<file path="config.mk">
export PLATFORM = sky130hd
export DESIGN_NAME = stk_word_engine
export DESIGN_NICKNAME = d
export VERILOG_FILES = /design/src/rtl/stk_pkg.sv /design/src/rtl/stk_addr_gen.sv /design/src/rtl/stk_ptr.sv /design/src/rtl/stk_ctrl.sv /design/src/rtl/stk_word_engine.sv
export SDC_FILE = /design/constraint.sdc
export NUM_CORES = 1
export LEC_CHECK = 0
export ABC_AREA = 1
export BUFFER_PORTS_ARGS = -buffer_cell sky130_fd_sc_hd__buf_4
export CORE_MARGIN = 5
export CORE_UTILIZATION = 45
export DETAILED_ROUTE_END_ITERATION = 10
export SYNTH_ARGS = -nofsm -noshare
export SYNTH_HDL_FRONTEND = slang
export SYNTH_HIERARCHICAL = 1
export SYNTH_SLANG_ARGS = --single-unit
</file>
<file path="constraint.sdc">
create_clock -name clk -period 3.8 [get_ports clk]
set_clock_uncertainty 0.15 [all_clocks]
set_input_delay 0.19 -clock clk [delete_from_list [all_inputs] [get_ports clk]]
set_output_delay 0.19 -clock clk [all_outputs]
set_load 0.005 [all_outputs]
</file>
<file path="src/rtl/stk_pkg.sv">
package stk_pkg;
  typedef enum logic [1:0] {
    ST_IDLE = 2'd0,
    ST_ACC1 = 2'd1,
    ST_ACC2 = 2'd2,
    ST_FIN  = 2'd3
  } stk_state_e;

  localparam int unsigned STK_PHASES = 2;
endpackage

</file>
<file path="src/rtl/stk_addr_gen.sv">
module stk_addr_gen #(
  parameter int unsigned SEG_W     = 16,
  parameter int unsigned PTR_W     = 16,
  parameter int unsigned SEG_SHIFT = 4,
  localparam int unsigned ADDR_W   = SEG_W + SEG_SHIFT
) (
  input  logic [SEG_W-1:0]  seg_i,
  input  logic [PTR_W-1:0]  sp_i,
  input  logic              push_i,
  output logic [ADDR_W-1:0] addr_first_o,
  output logic [ADDR_W-1:0] addr_second_o
);
  logic [ADDR_W-1:0] phys [stk_pkg::STK_PHASES];

  // Phase k: push uses SP-(k+1), pop uses SP+k; offsets wrap in the segment.
  for (genvar k = 0; k < stk_pkg::STK_PHASES; k++) begin : g_phase
    logic [PTR_W-1:0] off;
    always_comb begin
      if (push_i) off = sp_i - PTR_W'(k + 1);
      else        off = sp_i + PTR_W'(k);
      phys[k] = {seg_i, {SEG_SHIFT{1'b0}}} + {{(ADDR_W-PTR_W){1'b0}}, off};
    end
  end

  assign addr_first_o  = phys[0];
  assign addr_second_o = phys[1];
endmodule

</file>
<file path="src/rtl/stk_ptr.sv">
module stk_ptr #(
  parameter int unsigned PTR_W = 16,
  parameter logic [PTR_W-1:0] SP_INIT = '0
) (
  input  logic             clk,
  input  logic             rst,
  input  logic             dec_i,
  input  logic             inc_i,
  output logic [PTR_W-1:0] sp_o
);
  localparam logic [PTR_W-1:0] STEP = PTR_W'(2);

  always_ff @(posedge clk) begin
    if (rst)        sp_o <= SP_INIT;
    else if (dec_i) sp_o <= sp_o - STEP;
    else if (inc_i) sp_o <= sp_o + STEP;
  end

  // increment and decrement requests never coincide.
  p_single_step_r4: assert property (@(posedge clk) disable iff (rst)
    !(dec_i && inc_i));
endmodule

</file>
<file path="src/rtl/stk_ctrl.sv">
module stk_ctrl #(
  parameter int unsigned SEG_W       = 16,
  parameter int unsigned WORD_W      = 16,
  parameter int unsigned REG_W       = 3,
  parameter int unsigned ADDR_W      = 20,
  parameter logic [REG_W-1:0] CODE_SEG_ID = 3'd1,
  localparam int unsigned BYTE_W     = WORD_W / 2
) (
  input  logic              clk,
  input  logic              rst,
  input  logic              cmd_valid_i,
  input  logic              cmd_push_i,
  input  logic [WORD_W-1:0] cmd_word_i,
  input  logic [REG_W-1:0]  cmd_reg_i,
  input  logic [SEG_W-1:0]  seg_i,
  output logic [SEG_W-1:0]  seg_cur_o,
  output logic              push_cur_o,
  input  logic [ADDR_W-1:0] addr_first_i,
  input  logic [ADDR_W-1:0] addr_second_i,
  output logic              busy_o,
  output logic              mem_en_o,
  output logic              mem_we_o,
  output logic [ADDR_W-1:0] mem_addr_o,
  output logic [BYTE_W-1:0] mem_wdata_o,
  input  logic [BYTE_W-1:0] mem_rdata_i,
  output logic              done_o,
  output logic              err_o,
  output logic [WORD_W-1:0] pop_word_o,
  output logic [REG_W-1:0]  pop_reg_o,
  output logic              sp_dec_o,
  output logic              sp_inc_o
);
  import stk_pkg::*;

  stk_state_e          state_q;
  logic [SEG_W-1:0]    seg_q;
  logic                push_q;
  logic [WORD_W-1:0]   word_q;
  logic [REG_W-1:0]    reg_q;
  logic [BYTE_W-1:0]   lo_q;
  logic                idle, accept, refuse;

  assign idle   = (state_q == ST_IDLE);
  assign accept = idle && cmd_valid_i;
  assign refuse = accept && !cmd_push_i && (cmd_reg_i == CODE_SEG_ID);

  // Address generator sees live inputs while idle, latched ones while busy.
  assign seg_cur_o  = idle ? seg_i      : seg_q;
  assign push_cur_o = idle ? cmd_push_i : push_q;
  assign busy_o     = !idle;

  assign sp_dec_o = (state_q == ST_FIN) &&  push_q;
  assign sp_inc_o = (state_q == ST_FIN) && !push_q;

  always_ff @(posedge clk) begin
    if (rst) begin
      state_q     <= ST_IDLE;
      seg_q       <= '0;
      push_q      <= 1'b0;
      word_q      <= '0;
      reg_q       <= '0;
      lo_q        <= '0;
      mem_en_o    <= 1'b0;
      mem_we_o    <= 1'b0;
      mem_addr_o  <= '0;
      mem_wdata_o <= '0;
      done_o      <= 1'b0;
      err_o       <= 1'b0;
      pop_word_o  <= '0;
      pop_reg_o   <= '0;
    end else begin
      done_o <= 1'b0;
      err_o  <= 1'b0;
      unique case (state_q)
        ST_IDLE: begin
          if (refuse) begin
            err_o <= 1'b1;
          end else if (accept) begin
            state_q     <= ST_ACC1;
            seg_q       <= seg_i;
            push_q      <= cmd_push_i;
            word_q      <= cmd_word_i;
            reg_q       <= cmd_reg_i;
            mem_en_o    <= 1'b1;
            mem_we_o    <= cmd_push_i;
            mem_addr_o  <= addr_first_i;
            mem_wdata_o <= cmd_push_i ? cmd_word_i[WORD_W-1:BYTE_W] : '0;
          end
        end
        ST_ACC1: begin
          state_q     <= ST_ACC2;
          mem_addr_o  <= addr_second_i;
          mem_wdata_o <= push_q ? word_q[BYTE_W-1:0] : '0;
        end
        ST_ACC2: begin
          state_q     <= ST_FIN;
          mem_en_o    <= 1'b0;
          mem_we_o    <= 1'b0;
          mem_wdata_o <= '0;
          if (!push_q) lo_q <= mem_rdata_i;
        end
        ST_FIN: begin
          state_q <= ST_IDLE;
          done_o  <= 1'b1;
          if (!push_q) begin
            pop_word_o <= {mem_rdata_i, lo_q};
            pop_reg_o  <= reg_q;
          end
        end
        default: state_q <= ST_IDLE;
      endcase
    end
  end

  // completion is a single-cycle pulse.
  p_done_pulse_r5: assert property (@(posedge clk) disable iff (rst)
    done_o |=> !done_o);

  // a memory burst lasts exactly two cycles.
  p_mem_burst_r5: assert property (@(posedge clk) disable iff (rst)
    $rose(mem_en_o) |=> mem_en_o);
  p_mem_end_r5: assert property (@(posedge clk) disable iff (rst)
    (mem_en_o && $past(mem_en_o)) |=> !mem_en_o);

  // a refused pop leaves the memory port quiet and the engine idle.
  p_err_quiet_r7: assert property (@(posedge clk) disable iff (rst)
    err_o |-> (!mem_en_o && !busy_o && !done_o));

  // no write strobe outside a memory cycle.
  p_we_in_burst_r6: assert property (@(posedge clk) disable iff (rst)
    mem_we_o |-> mem_en_o);
endmodule

</file>
<file path="src/rtl/stk_word_engine.sv">
module stk_word_engine #(
  parameter int unsigned SEG_W       = 16,
  parameter int unsigned PTR_W       = 16,
  parameter int unsigned WORD_W      = 16,
  parameter int unsigned REG_W       = 3,
  parameter int unsigned SEG_SHIFT   = 4,
  parameter logic [REG_W-1:0] CODE_SEG_ID = 3'd1,
  parameter logic [PTR_W-1:0] SP_INIT     = 16'h0000,
  localparam int unsigned ADDR_W     = SEG_W + SEG_SHIFT,
  localparam int unsigned BYTE_W     = WORD_W / 2
) (
  input  logic              clk,
  input  logic              rst,
  input  logic              cmd_valid_i,
  input  logic              cmd_push_i,
  input  logic [WORD_W-1:0] cmd_word_i,
  input  logic [REG_W-1:0]  cmd_reg_i,
  input  logic [SEG_W-1:0]  stk_seg_i,
  output logic              busy_o,
  output logic              mem_en_o,
  output logic              mem_we_o,
  output logic [ADDR_W-1:0] mem_addr_o,
  output logic [BYTE_W-1:0] mem_wdata_o,
  input  logic [BYTE_W-1:0] mem_rdata_i,
  output logic              done_o,
  output logic              err_o,
  output logic [WORD_W-1:0] pop_word_o,
  output logic [REG_W-1:0]  pop_reg_o,
  output logic [PTR_W-1:0]  sp_o
);
  logic [SEG_W-1:0]  seg_cur;
  logic              push_cur;
  logic [ADDR_W-1:0] addr_first, addr_second;
  logic              sp_dec, sp_inc;

  stk_addr_gen #(
    .SEG_W(SEG_W), .PTR_W(PTR_W), .SEG_SHIFT(SEG_SHIFT)
  ) u_addr (
    .seg_i(seg_cur), .sp_i(sp_o), .push_i(push_cur),
    .addr_first_o(addr_first), .addr_second_o(addr_second)
  );

  stk_ctrl #(
    .SEG_W(SEG_W), .WORD_W(WORD_W), .REG_W(REG_W),
    .ADDR_W(ADDR_W), .CODE_SEG_ID(CODE_SEG_ID)
  ) u_ctrl (
    .clk(clk), .rst(rst),
    .cmd_valid_i(cmd_valid_i), .cmd_push_i(cmd_push_i),
    .cmd_word_i(cmd_word_i), .cmd_reg_i(cmd_reg_i),
    .seg_i(stk_seg_i), .seg_cur_o(seg_cur), .push_cur_o(push_cur),
    .addr_first_i(addr_first), .addr_second_i(addr_second),
    .busy_o(busy_o), .mem_en_o(mem_en_o), .mem_we_o(mem_we_o),
    .mem_addr_o(mem_addr_o), .mem_wdata_o(mem_wdata_o),
    .mem_rdata_i(mem_rdata_i), .done_o(done_o), .err_o(err_o),
    .pop_word_o(pop_word_o), .pop_reg_o(pop_reg_o),
    .sp_dec_o(sp_dec), .sp_inc_o(sp_inc)
  );

  stk_ptr #(.PTR_W(PTR_W), .SP_INIT(SP_INIT)) u_ptr (
    .clk(clk), .rst(rst), .dec_i(sp_dec), .inc_i(sp_inc), .sp_o(sp_o)
  );

  // the pointer moves only together with the completion pulse.
  p_sp_with_done_r4: assert property (@(posedge clk) disable iff (rst)
    !$stable(sp_o) |-> done_o);

  // a refused pop never moves the pointer.
  p_sp_hold_err_r7: assert property (@(posedge clk) disable iff (rst)
    err_o |-> $stable(sp_o));
endmodule

</file>
# Word level (Yosys, flattened, before mapping)
# Index checks and enable logic that the tools add are counted.
[op_classes]
n_addsub = 6
n_mul = 0
div = 0
magnitude_cmp = 0
eq_ne = 6
n_shift = 0
n_mux = 25
bitwise_logic = 3
n_reduce_logical = 21
[op_table]
columns = ["op", "n"]
rows = [
  ["$mux 16", 5],
  ["$add 20x16->20", 2],
  ["$mux 20", 2],
  ["$pmux 20 s2", 1],
  ["$mux 8", 4],
  ["$pmux 8 s3", 1],
  ["$add 16x1->16 const B", 1],
  ["$add 16x2->16 const B", 1],
  ["$sub 16x1->16 const B", 1],
  ["$sub 16x2->16 const B", 1],
  ["$reduce_and 3->1", 4],
  ["$pmux 2 s4", 1],
  ["$mux 1", 7],
  ["$reduce_and 2->1", 3],
  ["$reduce_bool 2->1", 3],
  ["$logic_and 1x1->1", 5],
  ["$eq 2x2->1 const B", 2],
  ["$mux 2", 2],
  ["$ne 2x2->1 const B", 2],
  ["$pmux 1 s2", 2],
  ["$eq 3x1->1 const B", 1],
  ["$logic_not 1->1", 3],
  ["$not 1->1", 3],
  ["$reduce_bool 3->1", 1],
  ["other kinds (3)", 3],
]
[totals]
ff_bits = 105
latchBits = 0
ram_bits = 0
rom_bits = 0
input_bits = 47
output_inout_bits = 68
mem_count = 0

# Depth between registers and ports, before layout
# Gate-level depths: netlist (run 1).
[logic_depth]
ltp_word = 7
ltp_mapped = 28
ltp_nobuf = 26

# Modules after synthesis
# The synthesis (run 1) kept the hierarchy.
[modules_own_cells]
columns = ["mod", "instances", "cells_each", "area_per_inst_um2", "seq_area_each_um2"]
rows = [
  ["stk_ctrl", 1, 663, 4232.8, 1781.7],
  ["stk_addr_gen", 1, 525, 2628.8, 0.0],
  ["stk_ptr", 1, 247, 1445.1, 300.3],
]

# Worst setup path after synthesis (run 1)
# No wires, ideal clock.
[synth_timing]
kind = "register to register"
start = "register u_ctrl.state_q[0]"
end = "register u_ctrl.mem_addr_o[12]"
setup_ns = 0.110
arrival_time_ns = 2.998
t_required_ns = 3.540
slack_ns = 0.542
stages_incl_launch_ff = 24
n_path_buf = 3
path_cell_list = "dfxtp_1 inv_1 ha_1 buf_2 o21ai_0 buf_2 buf_4 nand3_1 o31ai_1 xor2_1 ha_1 fa_1 nand2_1 nand2_1 and2_1 nand2_1 nand2_1 xor2_1 nand2_1 inv_1 nor2_1 nand4_1 nand2_1 nor2_1"
[synth_lines]
columns = ["item", "line", "text"]
rows = [
  ["from (decl)", "stk_ctrl.sv:35", "stk_state_e state_q;"],
  ["from (signal assigned)", "stk_ctrl.sv:57", "state_q <= ST_IDLE;"],
  ["from (signal assigned)", "stk_ctrl.sv:79", "state_q <= ST_ACC1;"],
  ["from (signal assigned)", "stk_ctrl.sv:91", "state_q <= ST_ACC2;"],
  ["$logic_not 2->1", "stk_ctrl.sv:43", "assign idle = (state_q == ST_IDLE);"],
  ["$mux 1", "stk_ctrl.sv:49", "assign push_cur_o = idle ? cmd_push_i : push_q;"],
  ["via push_cur", "stk_word_engine.sv:32", "logic push_cur;"],
  ["$mux 16", "stk_addr_gen.sv:19", "if (push_i) off = sp_i - PTR_W'(k + 1);"],
  ["$add 20x16->20", "stk_addr_gen.sv:21", "phys[k] = {seg_i, {SEG_SHIFT{1'b0}}} + {{(ADDR_W-PTR_W){1'b0}}, off};"],
  ["via addr_second[12]", "stk_word_engine.sv:33", "logic [ADDR_W-1:0] addr_first, addr_second;"],
  ["$pmux 20 s2", "stk_ctrl.sv:74", "unique case (state_q)"],
  ["to (signal assigned)", "stk_ctrl.sv:86", "mem_addr_o <= addr_first_i;"],
  ["to (signal assigned)", "stk_ctrl.sv:92", "mem_addr_o <= addr_second_i;"],
  ["to (decl)", "stk_ctrl.sv:23", "output logic [ADDR_W-1:0] mem_addr_o,"],
]
# The timed path passes the listed nets, and every way through them passes these cells. The select of a mux whose other input is x is not followed.
# A chain may end at the register's enable or synchronous reset.

# Worst setup path after layout (run 1)
[layout_timing]
start = "register u_ctrl.state_q[0]"
end = "register u_ctrl.mem_addr_o[18]"
[layout_via]
elab_chain_cells = 7
[layout_lines]
columns = ["item", "line", "text"]
rows = [
  ["$logic_not 2->1", "stk_ctrl.sv:43", ""],
  ["$mux 1", "stk_ctrl.sv:49", ""],
  ["via push_cur", "stk_word_engine.sv:32", ""],
  ["$mux 16", "stk_addr_gen.sv:19", ""],
  ["$add 20x16->20", "stk_addr_gen.sv:21", ""],
  ["via addr_first[18]", "stk_word_engine.sv:33", ""],
  ["$mux 20", "stk_ctrl.sv:78", "end else if (accept) begin"],
  ["$mux 20", "stk_ctrl.sv:76", "if (refuse) begin"],
  ["$pmux 20 s2", "stk_ctrl.sv:74", ""],
]
# The timed path passes the listed nets, and every way through them passes these cells. The select of a mux whose other input is x is not followed.

==> metrics.csv, run 1 <==
metric,value,unit
vias in the first global route,8003,
worst path cell trace,"inv_1, ha_1, o21ai_1, buf_6, buf_4, nand3_1, nor3_1, xor2_1, ha_1, nand2_1, inv_1, nand2_1, nand2_1, a21oi_1, nand2_1, nand2_1, nand2_1, inv_1, nor2_1, nor2_2, nand4_1, nand2_1, nor2_1",
CTS tree,yes,
sequential area share after synthesis,0.251,
DRT antenna net count,0,
worst-case clock buffer depth,2,
core area,18100,sq um
root buf cell,clkbuf_16,
Die Wd,146,microns
status,"complete, no violations",
first-pass iteration count of the detailed router,5,
Critical Path RT,3.91,ns
CP Class,register to register,
Hold Path End,u_ctrl/mem_we_o,
Hold Crit Depth,3,
Final Cycle Share,0.920,
Setup TNS Final,0,ns
Critical Path End Type,register,
final setup vio count,0,
first-pass GRT wire length,40.1,mm
Tot GR Track Use,0.227,
initial antenna violation count,0,
Routed wire per std cell,13.7,microns
Int Power,3.66,mW
worst path arrival time,3.61,ns
switch share,0.517,
Num CTS Buffers,9,
global routing usage on met3,0.0374,
Worst-path clk slew,0.09,ns
GR Overflow Total,0,
register bit total from synthesis,104,
most frequent cells in the layout,"nand2_1, inv_1, nor2_1",
crit start category,register,
leakage power,5.78,nW
reg2reg setup slack,0.30,ns
sequential share of power,0.203,
synth-to-layout area growth,20.6,%
HP Class,primary input to register,
die footprint,21300,sq um
via count,8733,
Worst R2R Start,u_ctrl/state_q[0],
worst r2r path cells,23,
residual DRC count,0,
clk sink count,104,
syn_nets,1534,
row cnt,49,
busiest grt layer,met2,
CP startpoint,u_ctrl/state_q[0],
Yosys warnings,6,
global routing usage on met2,0.388,
number of port buffers,113,
min-delay src,cmd_push_i,
DIE HEIGHT,146,microns
routing usage on met1,0.295,
Post-synth EDFFs,0,
MaxCap Viol Count,0,
nets,1661,
Netlist Area Pre-Place,8310,sq um
initial detailed-routing violation count,415,
clk_lat worst skew,0.36,ns
fraction of registers with async set/reset,0,
"commonest non-fill, non-tap cell in the layout",nand2_1,
cell mode on critical path,nand2_1,
Pwr Total,7.58,mW
drt total wl,24.5,mm
hpwl dp,18.9,mm
RSZ-0062 raised after global routing,false,
largest net degree at the start of global routing,42,
IO Pins,115,
CP max FO,16,
Tmin final,3.50,ns
library cells used by synthesis,36,
ant diodes,0,
Syn Area/Cell,5.79,sq um
Clock Power Share,0.127,
Logic pwr share,0.670,
utilization after layout,0.554,
via/cell ratio,4.86,
Post-Syn Instances,1435,
power per cell area,757,nW/um^2
Placer Congestion,0.932,
worst vdd rail ir drop,313,uV
Main synth FF type,dfxtp_1,
CTS H-tree lvls,3,
Worst R2R End,u_ctrl/mem_addr_o[18],
worst slew pin tran,0.793,ns
Sw Pwr,3.92,mW
CP peak stage delay,0.36,ns
Slew Limit Fails,0,
endpoints failing hold,0,
fmax,0.286,GHz
Initial Util,0.459,
layout cells sized above 1,0.119,
Slowest cell on crit path,dfxtp_2,
Slew HR,0.470,
==> state kept, by name, indices dropped and copies added (netlist names), 8 cells and up <==
signal              count
u_ctrl/mem_addr_o      20
u_ctrl/word_q           8
u_ctrl/mem_wdata_o      8
u_ptr/sp_o             15
u_ctrl/seg_q           16
u_ctrl/pop_word_o      16
u_ctrl/lo_q             8
==> synth_stat cells (17+ instances only) <==
| cell | count | area, sq um |
|---|---|---|
| dfxtp_1 | 104 | 2080 |
| nor2_1 | 213 | 800 |
| nand2_1 | 439 | 1650 |
| inv_1 | 246 | 923 |
| buf_2 | 20 | 100 |
| nand4_1 | 29 | 181 |
| clkbuf_1 | 17 | 63.8 |
| nand3_1 | 85 | 425 |
| ha_1 | 49 | 613 |
| o21ai_0 | 54 | 270 |
| xor2_1 | 35 | 307 |
| a21oi_1 | 56 | 280 |
==> metrics by stage <==
| step | instance area, sq um | cells | hold slack [ns] | setup WS [ns] |
|---|---|---|---|---|
| after CTS | 9950 | 1792 | 0.0211 | 0.226 |
| after detailed placement | 9290 | 1741 | 0.280 | 0.226 |
| final | 10000 | 1796 | 0.0312 | 0.303 |
| after global routing | 10000 | 1796 | 0.0634 | 0.0162 |
| after global placement | 9290 | 1741 | 0.274 | 0.266 |
| after floorplan | 8310 | 1435 | 0.175 | 0.542 |
==> cell type report <==
| cell class | instances | area (sq um) |
|---|---|---|
| multi-input cells | 1026 | 5040 |
| fillers | 1919 | 8070 |
| inverters | 255 | 961 |
| flip-flops and latches | 104 | 2080 |
| well taps | 229 | 287 |
| repair buffers | 166 | 1340 |
| clock buffers | 9 | 225 |
| clock inverters | 7 | 82.6 |
==> worst max path at each step <==
stage,end,slack (ns),cells after the start
floorplan,u_ctrl/mem_addr_o[12],0.54,23
global placement,u_ctrl/mem_addr_o[10],0.27,20
detailed placement,u_ctrl/mem_addr_o[18],0.23,26
CTS,u_ctrl/mem_addr_o[18],0.23,26
global route,u_ctrl/mem_addr_o[17],0.02,25
finish,u_ctrl/mem_addr_o[18],0.30,23
==> kinds of logic (layout without fill, tap and decap cells) <==
kind of cell    Yosys count  after routing  share of synthesized area
xor+xnor                 41             41                     0.0432
compound gates          121            121                     0.0738
flops                   104            104                      0.251
fa+ha+maj                52             52                     0.0810
simple gates            811            811                      0.405
buf+inv                 305            437                      0.146
other cells               1              1                   0.000451
==> critical path: cells and delay by family, from the launching register on <==
| kind | cells | cell delay (ns) |
|---|---|---|
| simple gates | 13 | 1.25 |
| fa+ha+maj | 2 | 0.54 |
| buf+inv | 5 | 0.49 |
| compound gates | 2 | 0.37 |
| flops | 1 | 0.36 |
| xor+xnor | 1 | 0.25 |
==> power by group through the flow <==
stage / Clock, mW / Combinational, mW / Sequential, mW
finish: 0.964 / 5.08 / 1.54
global route: 1.03 / 5.78 / 1.57
CTS: 0.988 / 5.04 / 1.54
detailed placement: 0 / 4.99 / 1.56
global placement: 0 / 4.98 / 1.56
floorplan: 0 / 3.60 / 1.53
==> routing by layer <==
| layer | wire [microns] | vias to the layer above |
|---|---|---|
| li1 | - | 4625 |
| met1 | 11100 | 3880 |
| met2 | 11800 | 204 |
| met3 | 1100 | 24 |
| met4 | 461 | 0 |
| met5 | 0 | - |
==> timing repair <==
action,CTS,global route
gates resized for setup,0,11
setup buffers,0,4
hold buffers,35,0
endpoints found under the hold margin,43,0
setup endpoints to repair,0,9
Note: power is estimated with default switching activity, not from simulation.
==> run 2, diff against run 1 <==
- CORE_ASPECT_RATIO: not set -> 1.75
==> run 2 against run 1 <==
Effect of this change:
- final cell count rose by 0.56%
- worst hold slack better by 0.030 ns
- via count increased by 0.23%
- sequential power barely moved
- largest power group unchanged
- critical endpoint is now u_ctrl/mem_addr_o[14]
- combinational power is 0.8% higher
==> metrics.csv, run 2 (synthesis gave the netlist of run 1 again) <==
metric,value,unit
layout cells sized above 1,0.121,
first-pass iteration count of the detailed router,5,
Num CTS Buffers,9,
"commonest non-fill, non-tap cell in the layout",nand2_1,
first-pass GRT wire length,41.9,mm
cell mode on critical path,nand2_1,
ant diodes,0,
Setup TNS Final,0,ns
Tot GR Track Use,0.238,
CP Class,register to register,
Slowest cell on crit path,fa_1,
via count,8753,
vias in the first global route,8392,
root buf cell,clkbuf_16,
core area,18100,sq um
final worst setup slack,0.270,ns
Slew HR,0.486,
worst path cell trace,"inv_1, ha_1, o21ai_1, buf_6, nand3_1, o21ai_0, xor2_1, inv_1, fa_1, nand2_1, nand2_1, nand3b_1, nand2_1, nand2_1, nand2_1, nand2_1, nand2_1, nand2_1, inv_1, nor2_2, nand4_1, nand2_1, nor2_1",
crit start category,register,
Setup WS pre-CTS,0.163,ns
clk sink count,104,
power per cell area,770,nW/um^2
CP max FO,11,
Final Cycle Share,0.929,
MaxCap Viol Count,0,
endpoints failing hold,0,
Logic pwr share,0.657,
IO Pins,115,
largest net degree at the start of global routing,42,
Int Power,3.88,mW
via/cell ratio,4.85,
Largest Register,u_ctrl/mem_addr_o,
worst vdd rail ir drop,431,uV
initial detailed-routing violation count,554,
leakage power,5.83,nW
Top Registers,"u_ctrl/mem_addr_o: 20 flops, u_ctrl/pop_word_o: 16 flops, u_ctrl/seg_q: 16 flops",
Clock Power Share,0.145,
Slew Limit Fails,0,
hpwl dp,19.9,mm
Top delay family on crit path,simple AND/OR/NAND/NOR gates,
worst slew pin tran,0.771,ns
Initial Util,0.458,
number of port buffers,113,
Routed wire per std cell,14.3,microns
register area,2080,sq um
Sw Pwr,3.92,mW
fmax,0.283,GHz
Tmin final,3.53,ns
Die Wd,113,microns
max FFs per register,20,
DRT antenna net count,0,
CP peak stage delay,0.44,ns
worst-case clock buffer depth,2,
Critical Path RT,3.91,ns
DIE HEIGHT,190,microns
die footprint,21400,sq um
switch share,0.502,
synth-to-layout area growth,21.9,%
final-layout fill cell count,2007,
residual DRC count,0,
final setup vio count,0,
initial antenna violation count,0,
sequential share of power,0.198,
CTS H-tree lvls,3,
nets,1666,
status,"complete, no violations",
most frequent cells in the layout,"nand2_1, inv_1, nor2_1",
area of the multi-input gates,5040,sq um
GR Overflow Total,0,
row cnt,65,
CTS tree,yes,
WP buf/inv,4,
clk_lat worst skew,0.36,ns
drt total wl,25.8,mm
Critical Path End Type,register,
Worst-path clk slew,0.08,ns
worst path arrival time,3.64,ns
HP Class,primary input to register,
Placer Congestion,0.896,
==> run 2: changes by cell type in the layout (fill, tap and decap cells not counted), sizes merged <==
| cell | change |
|---|---|
| bufinv | +3 |
| buf | +4 |
| clkinv | -2 |
==> run 2: worst paths after layout <==
check / from / slack, ns / end / depth (start not counted)
hold / removal: cmd_word_i[12] / 0.06 / u_ctrl/mem_wdata_o[4] / 5
setup / recovery: u_ctrl/state_q[1] / 0.27 / u_ctrl/mem_addr_o[14] / 23
setup reg to reg: u_ctrl/state_q[1] / 0.27 / u_ctrl/mem_addr_o[14] / 23
hold reg to reg: u_ctrl/word_q[6] / 0.30 / u_ctrl/word_q[6] / 2
==> run 2: layout make-up <==
cell class / count / area share
timing repair buffer: 170 / 0.136
sequential: 104 / 0.206
clock inverter: 7 / 0.0136
inverter: 255 / 0.0949
multi-input combinational: 1026 / 0.498
clock buffer: 9 / 0.0222
timing repair inverter: 1 / 0.000494
tap: 234 / 0.0289
==> run 2: per-stage QoR <==
step	hold slack, ns	std cells	instance area, sq um	util	total power [mW]
final	0.0608	1806	10100	0.558	7.80
after global routing	0.0825	1806	10100	0.558	8.61
after floorplan	0.175	1435	8310	-	5.14
after CTS	0.0420	1799	10000	0.554	7.73
after detailed placement	0.284	1748	9330	0.514	6.54
after global placement	0.275	1748	9330	0.514	6.53
==> run 2: worst min-delay path, delay by kind of cell <==
kind | cells | cell delay (ns)
simple gates | 3 | 0.19
buf+inv | 1 | 0.08
compound gates | 1 | 0.07
==> run 2: power by group through the flow <==
stage	Combinational [mW]	Clock [mW]	Sequential (mW)
after floorplan	3.60	0	1.53
after global placement	4.97	0	1.56
after detailed placement	4.97	0	1.56
after CTS	5.03	1.16	1.54
after global routing	5.83	1.20	1.58
final	5.12	1.13	1.54
==> run 2: routing by layer <==
layer  up-vias  track usage  share of wire
met5         -            0              0
met2       189        0.439           0.51
met3        44       0.0299          0.043
met4         0       0.0791          0.026
met1      3896        0.281           0.42
li1       4624            -              -
==> run 2: what timing repair did <==
item | in CTS | in global routing
hold buffers | 35 | 0
setup endpoints to repair | 0 | 12
resized for setup | 0 | 9
buffers inserted | 0 | 6
hold endpoints to repair | 43 | 0
==> run 3, diff against run 2 <==
- clock period: 3.8 -> 3.35 ns (I/O delays scaled with it)
==> run 3 against run 2 <==
Effect of this change:
- clock power is essentially flat
- critical path depth rose by 3
- combinational power up 39%
- first-iteration DRC count fell by 2.3%
- global-route usage up 0.26 points
- highest routed layer unchanged
- sequential share of layout area down 1.6 points
- sequential cell count did not move
- largest power group unchanged
- maximum frequency increased by 7.5%
- worst hold slack got worse by 0.025 ns
==> metrics.csv, run 3 (synthesis gave the netlist of run 1 again) <==
metric,value,unit
reg2reg setup slack,0.07,ns
die footprint,21400,sq um
fmax,0.304,GHz
CTS H-tree lvls,3,
nets,1722,
IO Pins,115,
first-pass GRT wire length,42.3,mm
Tot GR Track Use,0.241,
max FFs per register,20,
core area,18100,sq um
via/cell ratio,4.87,
Routed wire per std cell,14.3,microns
Die Wd,113,microns
number of port buffers,113,
Num CTS Buffers,9,
CP max FO,8,
Top Registers,"u_ctrl/mem_addr_o: 20 flops, u_ctrl/pop_word_o: 16 flops, u_ctrl/seg_q: 16 flops",
most frequent cells in the layout,"nand2_1, inv_1, nor2_1",
worst vdd rail ir drop,518,uV
leakage power,6.12,nW
worst slew pin tran,0.826,ns
Slew HR,0.447,
synth-to-layout area growth,32.0,%
power per cell area,908,nW/um^2
final setup vio count,0,
clk sink count,104,
residual DRC count,0,
DRT antenna net count,0,
CP Class,register to register,
WHS,0.0356,ns
HP Class,primary input to register,
Final Cycle Share,0.980,
Worst-path clk slew,0.08,ns
clk_lat worst skew,0.36,ns
Placer Congestion,0.975,
ant diodes,0,
root buf cell,clkbuf_16,
endpoints failing hold,0,
DIE HEIGHT,190,microns
initial detailed-routing violation count,541,
largest net degree at the start of global routing,42,
worst-case clock buffer depth,2,
CTS tree,yes,
Initial Util,0.458,
MaxCap Viol Count,0,
crit start category,register,
vias in the first global route,8546,
"commonest non-fill, non-tap cell in the layout",nand2_1,
Critical Path End Type,register,
hpwl dp,20.4,mm
Critical Path RT,3.50,ns
Slew Limit Fails,0,
GR Overflow Total,0,
Tmin final,3.28,ns
Pwr Total,9.96,mW
status,"complete, no violations",
worst path arrival time,3.43,ns
Largest Register,u_ctrl/mem_addr_o,
row cnt,65,
initial antenna violation count,0,
drt total wl,26.7,mm
first-pass iteration count of the detailed router,5,
layout cells sized above 1,0.214,
RSZ-0062 raised after global routing,true,
via count,9077,
[run 3: changes by cell type in the layout (fill, tap and decap cells not counted), sizes merged]
cell      previous run  this run
buf                135       192
bufinv               3         1
clkinvlp             2         3
[run 3: per-layer routing]
| metal | GRT usage | vias up | wire length, microns |
|---|---|---|---|
| met5 | 0 | - | 0 |
| met4 | 0.0731 | 0 | 716 |
| met3 | 0.0229 | 45 | 880 |
| met2 | 0.459 | 205 | 14200 |
| met1 | 0.279 | 4098 | 10900 |
| li1 | - | 4729 | - |
[run 3: through the flow]
stage	setup WS [ns]	area, sq um	setup TNS, ns	util	instances
final	0.0654	11000	0	0.604	1862
after global routing	-0.114	11000	-0.559	0.604	1862
after CTS	0.00824	10500	0	0.576	1854
after detailed placement	-0.0522	9720	-0.101	0.536	1802
after global placement	-0.0311	9720	-0.0592	0.536	1802
after floorplan	0.0916	8310	0	-	1435
[run 3: worst paths after layout]
path,startpoint,endpoint,cells after the start
worst max-delay path,u_ctrl/state_q[1],u_ctrl/mem_addr_o[19],26
worst min-delay path,cmd_word_i[11],u_ctrl/mem_wdata_o[3],5
worst max register to register,u_ctrl/state_q[1],u_ctrl/mem_addr_o[19],26
worst min register to register,u_ctrl/word_q[0],u_ctrl/word_q[0],2
[run 3: final cells by class]
type                       instances  area, sq um
clock buffer                       9          225
clock inverter                     7         87.6
fill                            1843         7170
inverter                         255          961
multi-input combinational       1026         5500
sequential                       104         2080
tap                              234          293
timing repair buffer             227         1810
[run 3: worst max-delay path: stages (launching register included)]
cell,delay [ns]
dfxtp_2,0.34
inv_2,0.05
ha_4,0.17
o21ai_2,0.12
buf_6,0.15
buf_6,0.12
clkinvlp_4,0.19
a21oi_2,0.22
nand3_1,0.09
nand2_1,0.09
nand2_2,0.10
ha_4,0.25
buf_6,0.12
nand2_4,0.05
nand2_2,0.07
nand2_2,0.08
nand2_2,0.06
a21oi_2,0.16
buf_4,0.13
nand3_2,0.07
nand2_2,0.06
nand2_1,0.05
inv_2,0.08
nor2_2,0.04
nand4_1,0.08
nand2_1,0.05
nor2_1,0.08
[run 3: power breakdown]
group / switching [mW] / internal (mW) / leakage (nW)
Combinational: 4.18 / 2.91 / 5.12
Clock: 0.534 / 0.598 / 0.148
Sequential: 0.188 / 1.54 / 0.852
[run 3: timing repair]
action,in CTS,in global routing
endpoints found under the setup margin,5,13
hold buffers,35,0
resized for setup,14,114
setup buffers,1,8
endpoints found under the hold margin,43,0
pin swaps,0,51
